`config.mk`:
```
export PLATFORM = sky130hd
export DESIGN_NAME = pwm_chan
export DESIGN_NICKNAME = d
export VERILOG_FILES = /design/src/rtl/pwm_chan_pkg.sv /design/src/rtl/pwm_prescaler.sv /design/src/rtl/pwm_counter.sv /design/src/rtl/pwm_shadow.sv /design/src/rtl/pwm_chan.sv
export SDC_FILE = /design/constraint.sdc
export NUM_CORES = 1
export LEC_CHECK = 0
export BUFFER_PORTS_ARGS = -buffer_cell sky130_fd_sc_hd__buf_4
export CORE_MARGIN = 3
export CORE_UTILIZATION = 55
export DETAILED_ROUTE_END_ITERATION = 10
export HOLD_SLACK_MARGIN = 0.08
export MAX_ROUTING_LAYER = met4
export PLACE_DENSITY_LB_ADDON = 0.2
export SLEW_MARGIN = 20
export SYNTH_ARGS = -nofsm -noshare
export SYNTH_HDL_FRONTEND = slang
export SYNTH_SLANG_ARGS = --single-unit
```
`constraint.sdc`:
```
create_clock -name clk -period 5.2 [get_ports clk]
set_input_delay 0.78 -clock clk [delete_from_list [all_inputs] [get_ports clk]]
set_output_delay 0.78 -clock clk [all_outputs]
set_load 0.02 [all_outputs]
```
`src/rtl/pwm_chan_pkg.sv`:
```
package pwm_chan_pkg;

    typedef enum logic {
        UPD_TO_DUTY   = 1'b0,
        UPD_TO_PERIOD = 1'b1
    } upd_target_e;

endpackage

```
`src/rtl/pwm_prescaler.sv`:
```
module pwm_prescaler #(
    parameter int SEL_W     = 4,
    parameter int MAX_SHIFT = 10
) (
    input  logic             clk,
    input  logic             rst_n,
    input  logic             run,
    input  logic [SEL_W-1:0] sel,
    output logic             tick
);
    localparam int DIV_W = (MAX_SHIFT > 0) ? MAX_SHIFT : 1;

    typedef struct packed {
        logic [DIV_W-1:0] div;
    } pre_state_t;

    pre_state_t       q, d;
    logic [DIV_W-1:0] mask;
    int               shift;

    always_comb begin
        shift = (int'(sel) > MAX_SHIFT) ? MAX_SHIFT : int'(sel);
        for (int i = 0; i < DIV_W; i++) begin
            mask[i] = (i < shift);
        end
        tick = run && ((q.div & mask) == mask);
        d = q;
        if (!run || tick) begin
            d.div = '0;
        end else begin
            d.div = q.div + DIV_W'(1);
        end
    end

    always_ff @(posedge clk or negedge rst_n) begin
        if (!rst_n) begin
            q <= '0;
        end else begin
            q <= d;
        end
    end

    AST_DIV_MASKED: assert property (@(posedge clk) disable iff (!rst_n)
        run |-> ((q.div & ~mask) == '0));

endmodule

```
`src/rtl/pwm_counter.sv`:
```
module pwm_counter #(
    parameter int CNT_W = 16
) (
    input  logic             clk,
    input  logic             rst_n,
    input  logic             run,
    input  logic             tick,
    input  logic [CNT_W-1:0] prd,
    output logic [CNT_W-1:0] cnt,
    output logic             wrap
);
    typedef struct packed {
        logic [CNT_W-1:0] cnt;
    } cnt_state_t;

    cnt_state_t q, d;
    logic       last;

    always_comb begin
        last = (prd <= CNT_W'(1)) || (q.cnt >= prd - CNT_W'(1));
        wrap = run && tick && last;
        d = q;
        if (!run) begin
            d.cnt = '0;
        end else if (tick) begin
            d.cnt = last ? '0 : q.cnt + CNT_W'(1);
        end
    end

    always_ff @(posedge clk or negedge rst_n) begin
        if (!rst_n) begin
            q <= '0;
        end else begin
            q <= d;
        end
    end

    assign cnt = q.cnt;

    AST_CNT_IN_RANGE: assert property (@(posedge clk) disable iff (!rst_n)
        run |-> ((q.cnt < prd) || (q.cnt == '0)));

endmodule

```
`src/rtl/pwm_shadow.sv`:
```
module pwm_shadow
    import pwm_chan_pkg::*;
#(
    parameter int CNT_W = 16
) (
    input  logic             clk,
    input  logic             rst_n,
    input  logic             cfg_open,
    input  logic             prd_wr,
    input  logic             dty_wr,
    input  logic             upd_wr,
    input  logic [CNT_W-1:0] wdata,
    input  logic             wrap,
    input  upd_target_e      target,
    output logic [CNT_W-1:0] prd,
    output logic [CNT_W-1:0] dty
);
    typedef struct packed {
        logic [CNT_W-1:0] prd;
        logic [CNT_W-1:0] dty;
        logic [CNT_W-1:0] stg;
        logic             pend;
    } shadow_state_t;

    shadow_state_t q, d;

    always_comb begin
        d = q;
        if (cfg_open && prd_wr) begin
            d.prd = wdata;
        end
        if (cfg_open && dty_wr) begin
            d.dty = wdata;
        end
        if (wrap && q.pend) begin
            if (target == UPD_TO_PERIOD) begin
                d.prd = q.stg;
            end else begin
                d.dty = q.stg;
            end
            d.pend = 1'b0;
        end
        if (upd_wr) begin
            d.stg  = wdata;
            d.pend = 1'b1;
        end
    end

    always_ff @(posedge clk or negedge rst_n) begin
        if (!rst_n) begin
            q <= '0;
        end else begin
            q <= d;
        end
    end

    assign prd = q.prd;
    assign dty = q.dty;

    AST_ACTIVE_HOLD: assert property (@(posedge clk) disable iff (!rst_n)
        (!wrap && !cfg_open) |=> ($stable(q.prd) && $stable(q.dty)));

endmodule

```
`src/rtl/pwm_chan.sv`:
```
module pwm_chan
    import pwm_chan_pkg::*;
#(
    parameter int CNT_W     = 16,
    parameter int PRE_W     = 4,
    parameter int MAX_SHIFT = 10
) (
    input  logic             clk,
    input  logic             rst_n,
    input  logic             enable,
    input  logic             mode_wr,
    input  logic [PRE_W-1:0] cfg_presc,
    input  logic             cfg_invert,
    input  logic             cfg_upd_period,
    input  logic             prd_wr,
    input  logic             dty_wr,
    input  logic             upd_wr,
    input  logic [CNT_W-1:0] wdata,
    output logic             pwm_out,
    output logic             period_start
);
    typedef struct packed {
        logic [PRE_W-1:0] presc;
        logic             inv;
        upd_target_e      tgt;
        logic             en;
        logic             ps;
    } chan_state_t;

    chan_state_t      q, d;
    logic             run;
    logic             tick;
    logic             wrap;
    logic [CNT_W-1:0] cnt;
    logic [CNT_W-1:0] prd;
    logic [CNT_W-1:0] dty;

    assign run = q.en && enable;

    pwm_prescaler #(
        .SEL_W     (PRE_W),
        .MAX_SHIFT (MAX_SHIFT)
    ) u_pre (
        .clk   (clk),
        .rst_n (rst_n),
        .run   (run),
        .sel   (q.presc),
        .tick  (tick)
    );

    pwm_counter #(
        .CNT_W (CNT_W)
    ) u_cnt (
        .clk   (clk),
        .rst_n (rst_n),
        .run   (run),
        .tick  (tick),
        .prd   (prd),
        .cnt   (cnt),
        .wrap  (wrap)
    );

    pwm_shadow #(
        .CNT_W (CNT_W)
    ) u_shd (
        .clk      (clk),
        .rst_n    (rst_n),
        .cfg_open (!q.en),
        .prd_wr   (prd_wr),
        .dty_wr   (dty_wr),
        .upd_wr   (upd_wr),
        .wdata    (wdata),
        .wrap     (wrap),
        .target   (q.tgt),
        .prd      (prd),
        .dty      (dty)
    );

    always_comb begin
        d    = q;
        d.en = enable;
        d.ps = wrap;
        if (mode_wr) begin
            d.tgt = cfg_upd_period ? UPD_TO_PERIOD : UPD_TO_DUTY;
            if (!q.en) begin
                d.presc = cfg_presc;
                d.inv   = cfg_invert;
            end
        end
    end

    always_ff @(posedge clk or negedge rst_n) begin
        if (!rst_n) begin
            q <= '{presc: '0, inv: 1'b0, tgt: UPD_TO_DUTY, en: 1'b0, ps: 1'b0};
        end else begin
            q <= d;
        end
    end

    assign pwm_out      = (q.en && (cnt >= dty)) ? ~q.inv : q.inv;
    assign period_start = q.ps;

    AST_OFF_INACTIVE: assert property (@(posedge clk) disable iff (!rst_n)
        !enable |=> ((pwm_out == q.inv) && !period_start));

    AST_MODE_LOCK: assert property (@(posedge clk) disable iff (!rst_n)
        (q.en && $past(q.en)) |-> ($stable(q.presc) && $stable(q.inv)));

    AST_START_AT_ZERO: assert property (@(posedge clk) disable iff (!rst_n)
        period_start |-> (cnt == '0));

endmodule

```
==> results of run 1 <==
## metrics by stage
step                cell area (sq um)  std cells  hold slack [ns]  setup WS [ns]  power (uW)
global route                     5580        637            0.390          0.878        1530
global placement                 5380        621            0.498           1.38        1010
detailed placement               5380        621            0.494           1.25        1020
CTS                              5570        637            0.383           1.22        1470
floorplan                        5070        497            0.460           1.56         931
finish                           5580        637            0.378           1.27        1450
## report_power, final
part           switching, uW  internal (uW)  leakage (uW)
Combinational            121            135       0.00132
Sequential              53.1            699       0.00104
Clock                    251            192     0.0000944
Total                    425           1030       0.00245
## sequential cells by signal, indices dropped and copies added, names as in the netlist
signal	flops
u_shd.q	17
u_cnt.cnt	16
u_shd.dty	16
u_shd.prd	16
u_pre.q	10
q	7
period_start	1
## worst max path at each step
stage,slack (ns),to,cells past startpoint,from
4_1_cts,1.22,u_shd.prd[11],12,u_shd.prd[2]
2_1_floorplan,1.56,u_cnt.cnt[12],14,u_shd.prd[2]
3_3_place_gp,1.38,u_shd.prd[6],12,u_shd.prd[2]
6_report,1.27,u_shd.prd[11],12,u_shd.prd[2]
5_1_grt,0.88,u_shd.prd[11],12,u_shd.prd[2]
3_5_place_dp,1.25,u_shd.prd[14],12,u_shd.prd[2]
## placed cells by master, fill, tap and decap left out, drive strengths merged, types with 2 or more instances in the layout
cell,n
a21oi,13
nor3,8
a31oi,12
dfrtp,83
o21bai,3
clkbuf,10
nand4,9
xor2,9
ha,36
inv,26
nor2b,3
xnor2,12
or3,3
clkinv,4
a21o,5
mux2,68
a21boi,3
nor2,26
nor4,8
o21ai,22
nand2,47
nand3,37
nand2b,3
a211o,2
o211ai,3
nor3b,2
nand4b,3
or4,2
a2111oi,3
and3,6
buf,34
and2,6
o21a,4
nand3b,3
a41oi,2
## per-layer routing
layer | vias to the layer above | part of all wire (%) | track usage (%)
li1 | 1843 | - | -
met1 | 1864 | 45 | 29.5
met2 | 67 | 48 | 37.0
met3 | 16 | 4.5 | 4.71
met4 | 0 | 2.1 | 6.66
met5 | - | 0 | -
## kinds of logic after synthesis
group | synth area share, %
buffers and inverters | 3.50
multiplexers | 16.0
adder cells (fa/ha/maj) | 8.88
AO/OA/AOI/OAI | 9.57
AND/OR/NAND/NOR | 17.5
flip-flops | 40.9
XOR/XNOR | 3.63
## critical path, cell delays in order (launching register included)
cell,delay (ns)
dfrtp_1,0.43
or4_4,0.58
nor3_1,0.28
nand2_1,0.19
nor4_1,0.32
xnor2_1,0.11
ha_1,0.32
a21oi_1,0.07
a21boi_0,0.18
a211o_2,0.14
a21oi_2,0.06
nor3_4,0.73
mux2_2,0.42
## layout make-up
type                    count  area [sq um]  area share, %
inverters                  25          93.8           1.68
multi-input cells         371          2830           50.7
well taps                 108           135           2.42
repair buffers             34           255           4.58
clock buffers              10           138           2.47
clock inverters             6          50.0          0.898
flip-flops and latches     83          2080           37.3
==> metrics.md, run 1 <==
| Metric | Value |
|---|---|
| HP Class | `input port to asynchronous set/reset pin` |
| Synth unique cells | `50` |
| Clk sinks | `83` |
| Max Slew Vio Count | `0` |
| Most common cell in the netlist | `dfrtp_1` |
| Number of diodes | `0` |
| Core region area | `8850 sq um` |
| Vias in the first global route | `3753` |
| Status | `finished clean` |
| Final worst-path cycle share | `75.6%` |
| TritonCTS clock tree | `built` |
| Initial Util | `57.3%` |
| Clk_skew | `0.0111 ns` |
| Final GP Congestion | `0.865` |
| Synth Instances | `497` |
| Netlist Area Pre-Place | `5070 sq um` |
| Slew HR | `43.6%` |
| Crit Path Category | `flip-flop to flip-flop` |
| DR vias/cell | `5.95` |
| Leakage | `0.00245 uW` |
| Post-CTS Hold Buffers | `0` |
| Syn_nets | `562` |
| Root Buffer | `clkbuf_8` |
| Yosys top cell by area | `dfrtp_1` |
| Worst-Skew Late Latency | `0.36 ns` |
| Worst EP required | `5.44 ns` |
| Sequential share of the synthesized area | `40.9%` |
| CTS Buffer Depth | `2` |
| Largest cells by area after synthesis | `dfrtp_1 41%, mux2_2 13%, ha_1 8.9%` |
| R2R setup slack | `1.27 ns` |
| Worst Path Max Fanout | `16` |
| Number of synthesized flops with an enable pin | `0` |
| Grt ovf | `0` |
| Setup tns final | `0 ns` |
| Fin. Hold Viols | `0` |
| Num CTS Buffers | `9` |
| Least-Margin Pin Slew | `0.844 ns` |
| Synth async-reset ratio | `100%` |
| CTS resizes | `0` |
| First-pass DRT Iterations | `5` |
| Layout Area Growth over Synthesis | `9.89%` |
| Initial antenna violation count | `0` |
| Final Util | `63.0%` |
| Post-Route WL | `10800 microns` |
| Fmax | `0.254 GHz` |
| Synthesis Warnings | `0` |
| Reg2reg path depth | `12` |
| Synth Register Bits | `83` |
| Detail Route Antenna Nets | `0` |
| Port buffer count | `30` |
| Nets | `589` |
| Reg clk slew, reported paths | `0.09 ns` |
| MaxCap Viol Count | `0` |
| CP endpoint kind | `flip-flop` |
| Worst r2r src | `u_shd.prd[2]` |
| DR vias | `3790` |
| Post-layout min period | `3.93 ns` |
| I/O Pins | `31` |
| Layout cells sized above 1 | `24.2%` |
| Top cells by count, synth | `83 x dfrtp_1, 58 x mux2_2, 47 x nand2_1` |
| Row count | `34` |
| First-pass GRT wire length | `18100 microns` |
| Top cell type's share of synthesized area | `40.9%` |
| Pwr/cell area | `260 nW/um^2` |
| Detailed Place HPWL | `7790 microns` |
| Wire per inst | `17.0 microns` |
| Startpoint Class | `flip-flop` |
| Reg2Reg Capture Point | `u_shd.prd[11]` |
| Full die area | `10400 sq um` |
| Worst VDD drop | `163 uV` |
| 1st-iter DRT viols | `165` |
| WP data arrival | `4.17 ns` |
| H-tree depth | `3` |
| Largest net degree at the start of global routing | `48` |
| Post CTS Setup Buffer Count | `0` |
| Syn Area/Cell | `10.2 sq um` |
| Layout fillers | `703` |
| Top_reg_cell synth | `dfrtp_1` |
| Die Wd | `102 microns` |
| Setup violators final | `0` |
| Gr usage total | `23.0%` |
| RSZ-0062 raised after global routing | `false` |
| Detailed-route DRC error count | `0` |
| Die Ht | `102 microns` |
Note: power is estimated with default switching activity, not from simulation.
==> run 2: changes to the inputs <==
==> constraint.sdc (replaced) <==
create_clock -name clk -period 4 [get_ports clk]
set_input_delay 0.6 -clock clk [delete_from_list [all_inputs] [get_ports clk]]
set_output_delay 0.6 -clock clk [all_outputs]
set_load 0.02 [all_outputs]
==> metrics.md, run 2 (synthesis results as in run 1) <==
| Metric | Value |
|---|---|
| Status | `finished clean` |
| Wire per inst | `16.8 microns` |
| Full die area | `10400 sq um` |
| Worst r2r src | `u_shd.prd[3]` |
| CTS Buffer Depth | `2` |
| HP Class | `input port to asynchronous set/reset pin` |
| Final GP Congestion | `0.892` |
| Port buffer count | `30` |
| DR vias/cell | `5.93` |
| Detailed Place HPWL | `7760 microns` |
| Die Wd | `102 microns` |
| Layout Area Growth over Synthesis | `11.6%` |
| CP startpoint | `u_shd.prd[3]` |
| R2R setup slack | `0.28 ns` |
| Die Ht | `102 microns` |
| WP data arrival | `3.98 ns` |
| Nets | `593` |
| Reg2reg path depth | `14` |
| CP endpoint kind | `flip-flop` |
| Startpoint Class | `flip-flop` |
| Inst Count DP | `624` |
| Layout fillers | `709` |
| TritonCTS clock tree | `built` |
| Grt ovf | `0` |
| Fmax | `0.269 GHz` |
| Pwr/cell area | `347 nW/um^2` |
| Final std cells w/o fill | `641` |
| Crit path to | `u_shd.dty[14]` |
| H-tree depth | `3` |
| I/O Pins | `31` |
| Detail Route Antenna Nets | `0` |
| Largest net degree at the start of global routing | `84` |
| Max reg flops | `17` |
| Crit Path Category | `flip-flop to flip-flop` |
| Reg2Reg Capture Point | `u_shd.dty[14]` |
| Post-layout min period | `3.72 ns` |
| Fin. Hold Viols | `0` |
| Clk_skew | `0.0132 ns` |
| Root Buffer | `clkbuf_8` |
| Setup violators final | `0` |
| MaxCap Viol Count | `0` |
| Reg clk slew, reported paths | `0.10 ns` |
| Vias in the first global route | `3861` |
| Most flop-heavy register | `u_shd.q` |
| Worst Path Max Fanout | `16` |
| Worst VDD drop | `208 uV` |
| Worst EP required | `4.26 ns` |
| Least-Margin Pin Slew | `0.824 ns` |
| First-pass DRT Iterations | `5` |
| Post-Route WL | `10800 microns` |
| RSZ-0062 raised after global routing | `false` |
| DR vias | `3804` |
| Post-CTS Hold Buffers | `0` |
| First-pass GRT wire length | `18600 microns` |
| Commonest non-fill, non-tap cell in the layout | `dfrtp_1` |
| Row count | `34` |
| 1st-iter DRT viols | `143` |
| Gr usage total | `23.6%` |
| Initial Util | `57.3%` |
| Core region area | `8850 sq um` |
| Worst-Skew Late Latency | `0.37 ns` |
| Commonest non-fill, non-tap cells in the layout | `83 x dfrtp_1, 58 x mux2_2, 47 x nand2_1` |
| Leakage | `0.00249 uW` |
| Num CTS Buffers | `9` |
| Initial antenna violation count | `0` |
| Layout cells sized above 1 | `25.0%` |
| Final worst-path cycle share | `92.9%` |
| Slew HR | `44.3%` |
| Hold slack | `0.258 ns` |
| Number of diodes | `0` |
| Clk sinks | `83` |
| Max Slew Vio Count | `0` |
| Detailed-route DRC error count | `0` |
| Setup tns final | `0 ns` |
-- run 2: cell types whose count changed in the layout (fill, tap and decap cells not counted) --
cell       delta
buf_12        +2
buf_4         +1
buf_6         +1
bufinv_16     +1
clkbuf_8      -1
clkinv_2      -1
clkinv_4      -3
clkinv_8      +1
inv_6         +2
inv_8         +1
nor2b_2       +1
nor2b_4       -1
nor3_1        -1
nor3_2        +1
-- run 2: stage by stage --
step / utilization (%) / power (uW) / instance area, sq um / setup slack (ns)
2_1_floorplan: - / 1210 / 5070 / 0.360
5_1_grt: 64.0 / 2080 / 5660 / 0.0602
4_1_cts: 63.7 / 1980 / 5640 / 0.000311
3_5_place_dp: 61.2 / 1330 / 5420 / 0.00758
3_3_place_gp: 61.2 / 1310 / 5420 / 0.185
6_report: 64.0 / 1970 / 5660 / 0.284
-- run 2: worst min path at each step --
stage,depth (start not counted),end,start
6_report,1,u_pre.q[6],rst_n
5_1_grt,1,u_pre.q[8],rst_n
4_1_cts,1,q[1],enable
3_5_place_dp,1,u_shd.dty[9],u_shd.q[10]
3_3_place_gp,2,u_pre.q[9],u_pre.q[9]
2_1_floorplan,0,period_start,rst_n
-- run 2: cell type report --
class	instances	area (sq um)	share of cell area, %
Clock inverter	7	93.8	1.66
Clock buffer	9	124	2.19
Sequential cell	83	2080	36.7
Tap cell	108	135	2.39
Timing Repair Buffer	38	314	5.54
Inverter	25	93.8	1.66
Multi-Input combinational cell	371	2830	49.9
-- run 2: where the power goes --
part           internal [uW]  switching, uW  leakage (uW)  total (uW)
combinational            178            159       0.00134         337
sequential               908           68.5       0.00104         977
clock                    306            346      0.000107         652
total                   1390            573       0.00249        1970
-- run 2: critical path, stage by stage (launching register included) --
cell	delay [ns]
dfrtp_1	0.44
or4_4	0.56
nor3_2	0.19
nand2_1	0.15
nor4_1	0.31
xnor2_1	0.16
ha_1	0.28
a21oi_1	0.14
a21boi_0	0.10
a211o_2	0.32
a21oi_2	0.20
buf_4	0.21
nor4_4	0.06
buf_12	0.17
mux2_4	0.30
-- run 2: timing repair --
item                       CTS  global route
gates resized for setup      0             1
setup endpoints to repair    0            32
setup buffers                0             1
-- run 2: layer usage --
layer,share of wire (%),up-vias,global-route usage (%)
met5,0,-,-
met4,2.7,0,9.38
met3,3.3,20,4.44
met2,49,76,37.2
met1,45,1851,30.2
li1,-,1857,-
